File: src/rtl/rpa_pkg.sv
package rpa_pkg;
  localparam int unsigned ARB_ID_W = 4;
  typedef logic [ARB_ID_W-1:0] arb_id_t;
endpackage

File: src/rtl/rpa_pick.sv
module rpa_pick #(
  parameter int unsigned N_AGENTS = 4,
  parameter int unsigned KEY_W    = 4,
  parameter bit          FIND_MIN = 1'b0,
  localparam int unsigned IDX_W   = (N_AGENTS > 1) ? $clog2(N_AGENTS) : 1
) (
  input  logic [N_AGENTS-1:0]       cand_i,
  input  logic [N_AGENTS*KEY_W-1:0] keys_i,
  output logic                      found_o,
  output logic [IDX_W-1:0]          idx_o
);
  logic [KEY_W-1:0] best;
  logic [KEY_W-1:0] key;
  logic             better;

  // Strict comparison keeps the lowest index on equal keys.
  always_comb begin
    found_o = 1'b0;
    idx_o   = '0;
    best    = '0;
    key     = '0;
    better  = 1'b0;
    for (int i = 0; i < N_AGENTS; i++) begin
      key    = keys_i[i*KEY_W +: KEY_W];
      better = FIND_MIN ? (key < best) : (key > best);
      if (cand_i[i] && (!found_o || better)) begin
        found_o = 1'b1;
        best    = key;
        idx_o   = i[IDX_W-1:0];
      end
    end
  end
endmodule

File: src/rtl/rpa_id_bank.sv
module rpa_id_bank
  import rpa_pkg::*;
#(
  parameter int unsigned N_AGENTS = 4,
  localparam int unsigned IDX_W   = (N_AGENTS > 1) ? $clog2(N_AGENTS) : 1
) (
  input  logic                         clk,
  input  logic                         rst_n,
  input  logic                         resync_i,
  input  logic                         rotate_i,
  input  logic [IDX_W-1:0]             win_idx_i,
  output logic [N_AGENTS*ARB_ID_W-1:0] ids_o
);
  localparam arb_id_t ID_MAX = '1;

  arb_id_t win_pre;
  arb_id_t win_inc;
  logic    id_en;

  assign win_pre = ids_o[win_idx_i*ARB_ID_W +: ARB_ID_W];
  assign win_inc = win_pre + arb_id_t'(1);
  assign id_en   = resync_i | rotate_i;

  for (genvar g = 0; g < N_AGENTS; g++) begin : g_agent
    localparam arb_id_t HOME = arb_id_t'(g);
    arb_id_t id_q;
    arb_id_t id_d;

    always_comb begin
      id_d = id_q;
      if (resync_i) begin
        id_d = HOME;
      end else if (rotate_i) begin
        if (win_idx_i == IDX_W'(g)) begin
          id_d = '0;
        end else if (id_q == ID_MAX) begin
          id_d = win_inc;
        end else begin
          id_d = id_q + arb_id_t'(1);
        end
      end
    end

    always_ff @(posedge clk or negedge rst_n) begin
      if (!rst_n) begin
        id_q <= HOME;
      end else if (id_en) begin
        id_q <= id_d;
      end
    end

    assign ids_o[g*ARB_ID_W +: ARB_ID_W] = id_q;
  end
endmodule

File: src/rtl/rot_prio_arbiter.sv
module rot_prio_arbiter
  import rpa_pkg::*;
#(
  parameter int unsigned N_AGENTS = 4,
  parameter int unsigned PRIO_W   = 8,
  localparam int unsigned IDX_W   = (N_AGENTS > 1) ? $clog2(N_AGENTS) : 1
) (
  input  logic                         clk,
  input  logic                         rst_n,
  input  logic                         req_i,
  input  logic [N_AGENTS-1:0]          mask_i,
  input  logic                         multi_i,
  input  logic                         lowpri_i,
  input  logic [N_AGENTS*PRIO_W-1:0]   lp_prio_i,
  input  logic                         resync_i,
  output logic                         grant_valid_o,
  output logic [IDX_W-1:0]             grant_idx_o,
  output logic                         no_winner_o,
  output logic                         busy_o,
  output logic [N_AGENTS*ARB_ID_W-1:0] arb_ids_o
);
  logic [N_AGENTS-1:0] pending_q, pending_d;
  logic                gv_q, gv_d;
  logic [IDX_W-1:0]    gi_q, gi_d;
  logic                nw_q, nw_d;

  logic                start_w, step_w, use_low_w, rotate_w;
  logic [N_AGENTS-1:0] cand_w, win_oh_w;
  logic                rot_found, low_found, win_found;
  logic [IDX_W-1:0]    rot_idx, low_idx, win_idx;

  assign busy_o    = |pending_q;
  assign start_w   = req_i & ~busy_o & ~resync_i;
  assign step_w    = (busy_o | start_w) & ~resync_i;
  assign cand_w    = busy_o ? pending_q : mask_i;
  assign use_low_w = start_w & lowpri_i;

  rpa_pick #(.N_AGENTS(N_AGENTS), .KEY_W(ARB_ID_W), .FIND_MIN(1'b0)) u_pick_rot (
    .cand_i  (cand_w),
    .keys_i  (arb_ids_o),
    .found_o (rot_found),
    .idx_o   (rot_idx)
  );

  rpa_pick #(.N_AGENTS(N_AGENTS), .KEY_W(PRIO_W), .FIND_MIN(1'b1)) u_pick_low (
    .cand_i  (cand_w),
    .keys_i  (lp_prio_i),
    .found_o (low_found),
    .idx_o   (low_idx)
  );

  assign win_found = use_low_w ? low_found : rot_found;
  assign win_idx   = use_low_w ? low_idx   : rot_idx;
  assign win_oh_w  = N_AGENTS'(1) << win_idx;
  assign rotate_w  = step_w & win_found & ~use_low_w;

  rpa_id_bank #(.N_AGENTS(N_AGENTS)) u_ids (
    .clk       (clk),
    .rst_n     (rst_n),
    .resync_i  (resync_i),
    .rotate_i  (rotate_w),
    .win_idx_i (win_idx),
    .ids_o     (arb_ids_o)
  );

  always_comb begin
    gv_d      = step_w & win_found;
    gi_d      = gv_d ? win_idx : gi_q;
    nw_d      = start_w & ~win_found;
    pending_d = pending_q;
    if (resync_i) begin
      pending_d = '0;
    end else if (busy_o) begin
      pending_d = pending_q & ~win_oh_w;
    end else if (start_w && multi_i && !lowpri_i) begin
      pending_d = mask_i & ~win_oh_w;
    end
  end

  always_ff @(posedge clk or negedge rst_n) begin
    if (!rst_n) begin
      pending_q <= '0;
      gv_q      <= 1'b0;
      gi_q      <= '0;
      nw_q      <= 1'b0;
    end else begin
      pending_q <= pending_d;
      gv_q      <= gv_d;
      gi_q      <= gi_d;
      nw_q      <= nw_d;
    end
  end

  assign grant_valid_o = gv_q;
  assign grant_idx_o   = gi_q;
  assign no_winner_o   = nw_q;
endmodule

File: config.mk
export PLATFORM = sky130hd
export DESIGN_NAME = rot_prio_arbiter
export DESIGN_NICKNAME = d
export VERILOG_FILES = /design/src/rtl/rpa_pkg.sv /design/src/rtl/rpa_pick.sv /design/src/rtl/rpa_id_bank.sv /design/src/rtl/rot_prio_arbiter.sv
export SDC_FILE = /design/constraint.sdc
export NUM_CORES = 1
export LEC_CHECK = 0
export BUFFER_PORTS_ARGS = -buffer_cell sky130_fd_sc_hd__buf_2
export CAP_MARGIN = 20
export CORE_UTILIZATION = 51
export DETAILED_ROUTE_END_ITERATION = 8
export PLACE_DENSITY_LB_ADDON = 0.08
export SLEW_MARGIN = 20
export SYNTH_ARGS = -nofsm -noshare
export SYNTH_HDL_FRONTEND = slang
export SYNTH_SLANG_ARGS = --single-unit
File: constraint.sdc
create_clock -name clk -period 8.04 [get_ports clk]
set_input_delay 0.804 -clock clk [delete_from_list [all_inputs] [get_ports clk]]
set_output_delay 0.804 -clock clk [all_outputs]
set_load 0.1 [all_outputs]
==> results by group <==
Cells and area
  • Most common cell after layout, fill and taps aside: buf_2
  • Top library cells by usage in the layout, fill and taps aside: buf_2, ha_1, a21oi_1
  • Area delta synth->final: 19.5%
  • Final net count: 525
  • Share of post-route cells with drive strength above 1: 27.5%
  • Diode count: 0

Floorplan
  • Placeable core region: 0.00561 sq mm
  • Chip height: just under 80 um
  • Floorplan die area: 0.00627 sq mm
  • Num ports: 63
  • Number of cell rows: 27
  • Initial standard-cell utilization of the core: 54.2%
  • Chip Width: 79.2 um

Synthesis
  • Number of enable flip-flop cells after synthesis: 0
  • Asr flop ratio synth: 100%
  • Largest family of logic cells by synthesized area: compound AO/OA/AOI/OAI gates
  • Share of the yosys chip area belonging to registers: 19.9%
  • Post-synth net total: around 450
  • Fraction of the mapped netlist area in compound gates: between 20 and 30%
  • Area of the mapped netlist: 0.00304 sq mm
  • Most used DFF post-synth: dfrtp_1
  • Number of distinct library cells after synthesis: 62
  • Warning count from the yosys run: 0
  • Simple-gate share of the synthesized area: 22.3%
  • Total of flip-flops plus latches after synthesis: 24
  • Synth top area share: 16.5%
  • Mux share of post-synthesis cell area: 8.07%
  • Synthesized area per cell: 8.19 sq um
  • Adder-cell area share of the yosys netlist: 15.7%
  • Instance count of the mapped netlist: 371
  • Largest area contributor in the synthesized netlist: dfrtp_1
  • Xor/xnor cell area share of the yosys netlist: 0.288%
  • Largest cells by area after synthesis: dfrtp_1, ha_1, a21oi_1

Place
  • Detail Placement HPWL: 7020 um
  • Final weighted congestion in routability-driven placement: approximately 0.9
  • Port bufs: 62

CTS
  • Clk Latency, worst-skew pair: 0.28 ns
  • Clock edge transition at the registers on the reported setup and hold paths: about 0.090 ns
  • Master cell of the clock root buffer: clkbuf_8
  • Maximum clock insertion buffer count: 2
  • TritonCTS Buffers: 3
  • H-tree depth: 1
  • TritonCTS clock tree: built
  • CTS sink cnt: 24
  • Hold buffer count at CTS: 0

Setup path
  • Depth of the worst register-to-register path: 29
  • Critical path type: primary input to flop
  • Reg2Reg Capture Point: u_ids.g_agent[3].id_q[2]$_DFFE_PN0P_
  • Crit end category: flop
  • End point of the critical path: u_ids.g_agent[3].id_q[2]$_DFFE_PN0P_
  • Required time reported for the critical path endpoint: 8.23 ns
  • First element of the critical path: mask_i[0]
  • Register-to-register setup slack: 0.44 ns
  • WP data arrival: 7.84 ns
  • Crit-path slowest cell: or4b_2
  • Nature of the critical path startpoint: primary input
  • Maximum single-stage delay on the critical path: 0.65 ns
  • Critical path peak fanout: 15
  • Beginning of the worst register-to-register path: pending_q[3]$_DFFE_PN0P_

Status
  • Run status: finished, final reports clean

Hold path
  • Worst min path class: primary input to asynchronous set/reset pin

Drt
  • Post-route DRC: 0
  • First-pass DRT Iterations: 4
  • Via count of the routed design: between 3000 and 4000
  • Routed wirelength normalized by instance count: 17.2 um
  • Via/cell ratio: 6.20
  • WL final: 8890 um
  • Initial DRC Count: 170
  • Count of nets left with antenna violations after detail routing: 0

STA
  • Headroom to the max-slew limit: 39.8%
  • Crit share post-route: 95.2%
  • Slew at the pin with the worst max-slew slack: approximately 0.9 ns
  • Setup violation total in the final timing report: 0
  • Final-report max-slew violation count: 0
  • Clock period minus worst slack: 7.65 ns
  • RSZ-0062 raised after global routing: no
  • Final number of hold-violating endpoints: 0
  • Final TNS setup: 0 ns
  • Fmax: 131 MHz
  • Skew final: ~0.0041 ns

Flow run
  • Max-cap violations: 0

Global routing
  • Remaining Overflow, GRT: 0
  • Pin count of the biggest net entering global routing: 25
  • Number of antenna violations at the first check in global routing: 0
  • Via count of the first global-routing pass: about 3100
  • First-pass GRT wire length: 14400 um
  • Global Route Usage Sum: 29.3%
==> timing repair <==
item,in CTS,in global routing
resized for setup,0,10
endpoints found under the setup margin,0,16
buffers inserted,0,2
==> how the worst min path moves through the flow <==
stage	from	end	slack, ns	cells past startpoint
after global routing	rst_n	u_ids.g_agent[1].id_q[1]$_DFFE_PN0P_	0.55	1
after detailed placement	grant_idx_o[0]$_DFFE_PN0P_	grant_idx_o[0]$_DFFE_PN0P_	0.49	1
after global placement	grant_idx_o[0]$_DFFE_PN0P_	grant_idx_o[0]$_DFFE_PN0P_	0.49	1
final	rst_n	u_ids.g_agent[1].id_q[3]$_DFFE_PN0P_	0.51	1
after CTS	grant_idx_o[0]$_DFFE_PN0P_	grant_idx_o[0]$_DFFE_PN0P_	0.52	1
after floorplan	rst_n	grant_idx_o[0]$_DFFE_PN0P_	0.51	0
==> Yosys cell counts, types with 4 or more instances <==
cell type,count
nor2_1,33
ha_1,38
a31oi_1,11
inv_1,18
mux2i_1,13
dfrtp_1,20
mux2_2,5
nor2b_1,6
dfstp_2,4
clkbuf_1,7
nand2_1,25
a311o_1,5
nand4_1,10
a21o_1,4
o21a_1,7
and3_1,4
a21oi_1,36
o31ai_1,4
nand3_1,20
nor3_1,5
o21ai_0,24
nand2b_1,9
==> per-stage QoR <==
step / utilization (%) / instances / hold WS (ns) / setup slack [ns] / cell area (sq um)
2_1_floorplan: - / 371 / 0.508 / 0.0160 / 3060
3_3_place_gp: 62.5 / 510 / 0.489 / 0.0621 / 3510
3_5_place_dp: 62.5 / 510 / 0.493 / -0.147 / 3510
4_1_cts: 63.8 / 514 / 0.524 / 0.120 / 3580
5_1_grt: 64.7 / 516 / 0.546 / 0.00315 / 3630
6_report: 64.7 / 516 / 0.513 / 0.389 / 3630
==> worst max-delay path: cells and delay by family <==
family,cells,cell delay [ns]
AOI/OAI and AO/OA,12,2.72
xor gates and xnor gates,1,0.17
adders and majority gates,3,0.89
buffers and inverters,4,0.61
muxes,2,0.50
and+or+nand+nor,8,2.14
==> state kept, by name, summed over array words and instances (netlist names) <==
register            flops
u_ids.g_agent.id_q     16
no_winner_o             1
grant_idx_o             2
grant_valid_o           1
pending_q               4
==> layer usage <==
layer,track usage [%],part of all wire [%]
met1,36.1,43
met2,53.7,50
met3,2.53,4.4
met4,8.36,2.2
met5,0,0
==> layout make-up <==
| class | count | area, sq um |
|---|---|---|
| Clock inverter | 1 | 30.0 |
| Sequential cell | 24 | 606 |
| Tap cell | 72 | 90.1 |
| Fill cell | 533 | 1980 |
| Clock buffer | 3 | 41.3 |
| Timing Repair Buffer | 79 | 438 |
| Inverter | 18 | 67.6 |
| Multi-Input combinational cell | 319 | 2360 |
==> cell families (layout without fill, tap and decap cells) <==
kind of cell / count (synthesis) / in the layout
simple gates: 131 / 131
xor+xnor: 1 / 1
buf+inv: 28 / 101
fa+ha+maj: 38 / 38
flops: 24 / 24
mux: 21 / 21
compound gates: 128 / 128
Power is not shown: default switching activity piles up to over one toggle a cycle in this logic, so the estimate is an artifact.
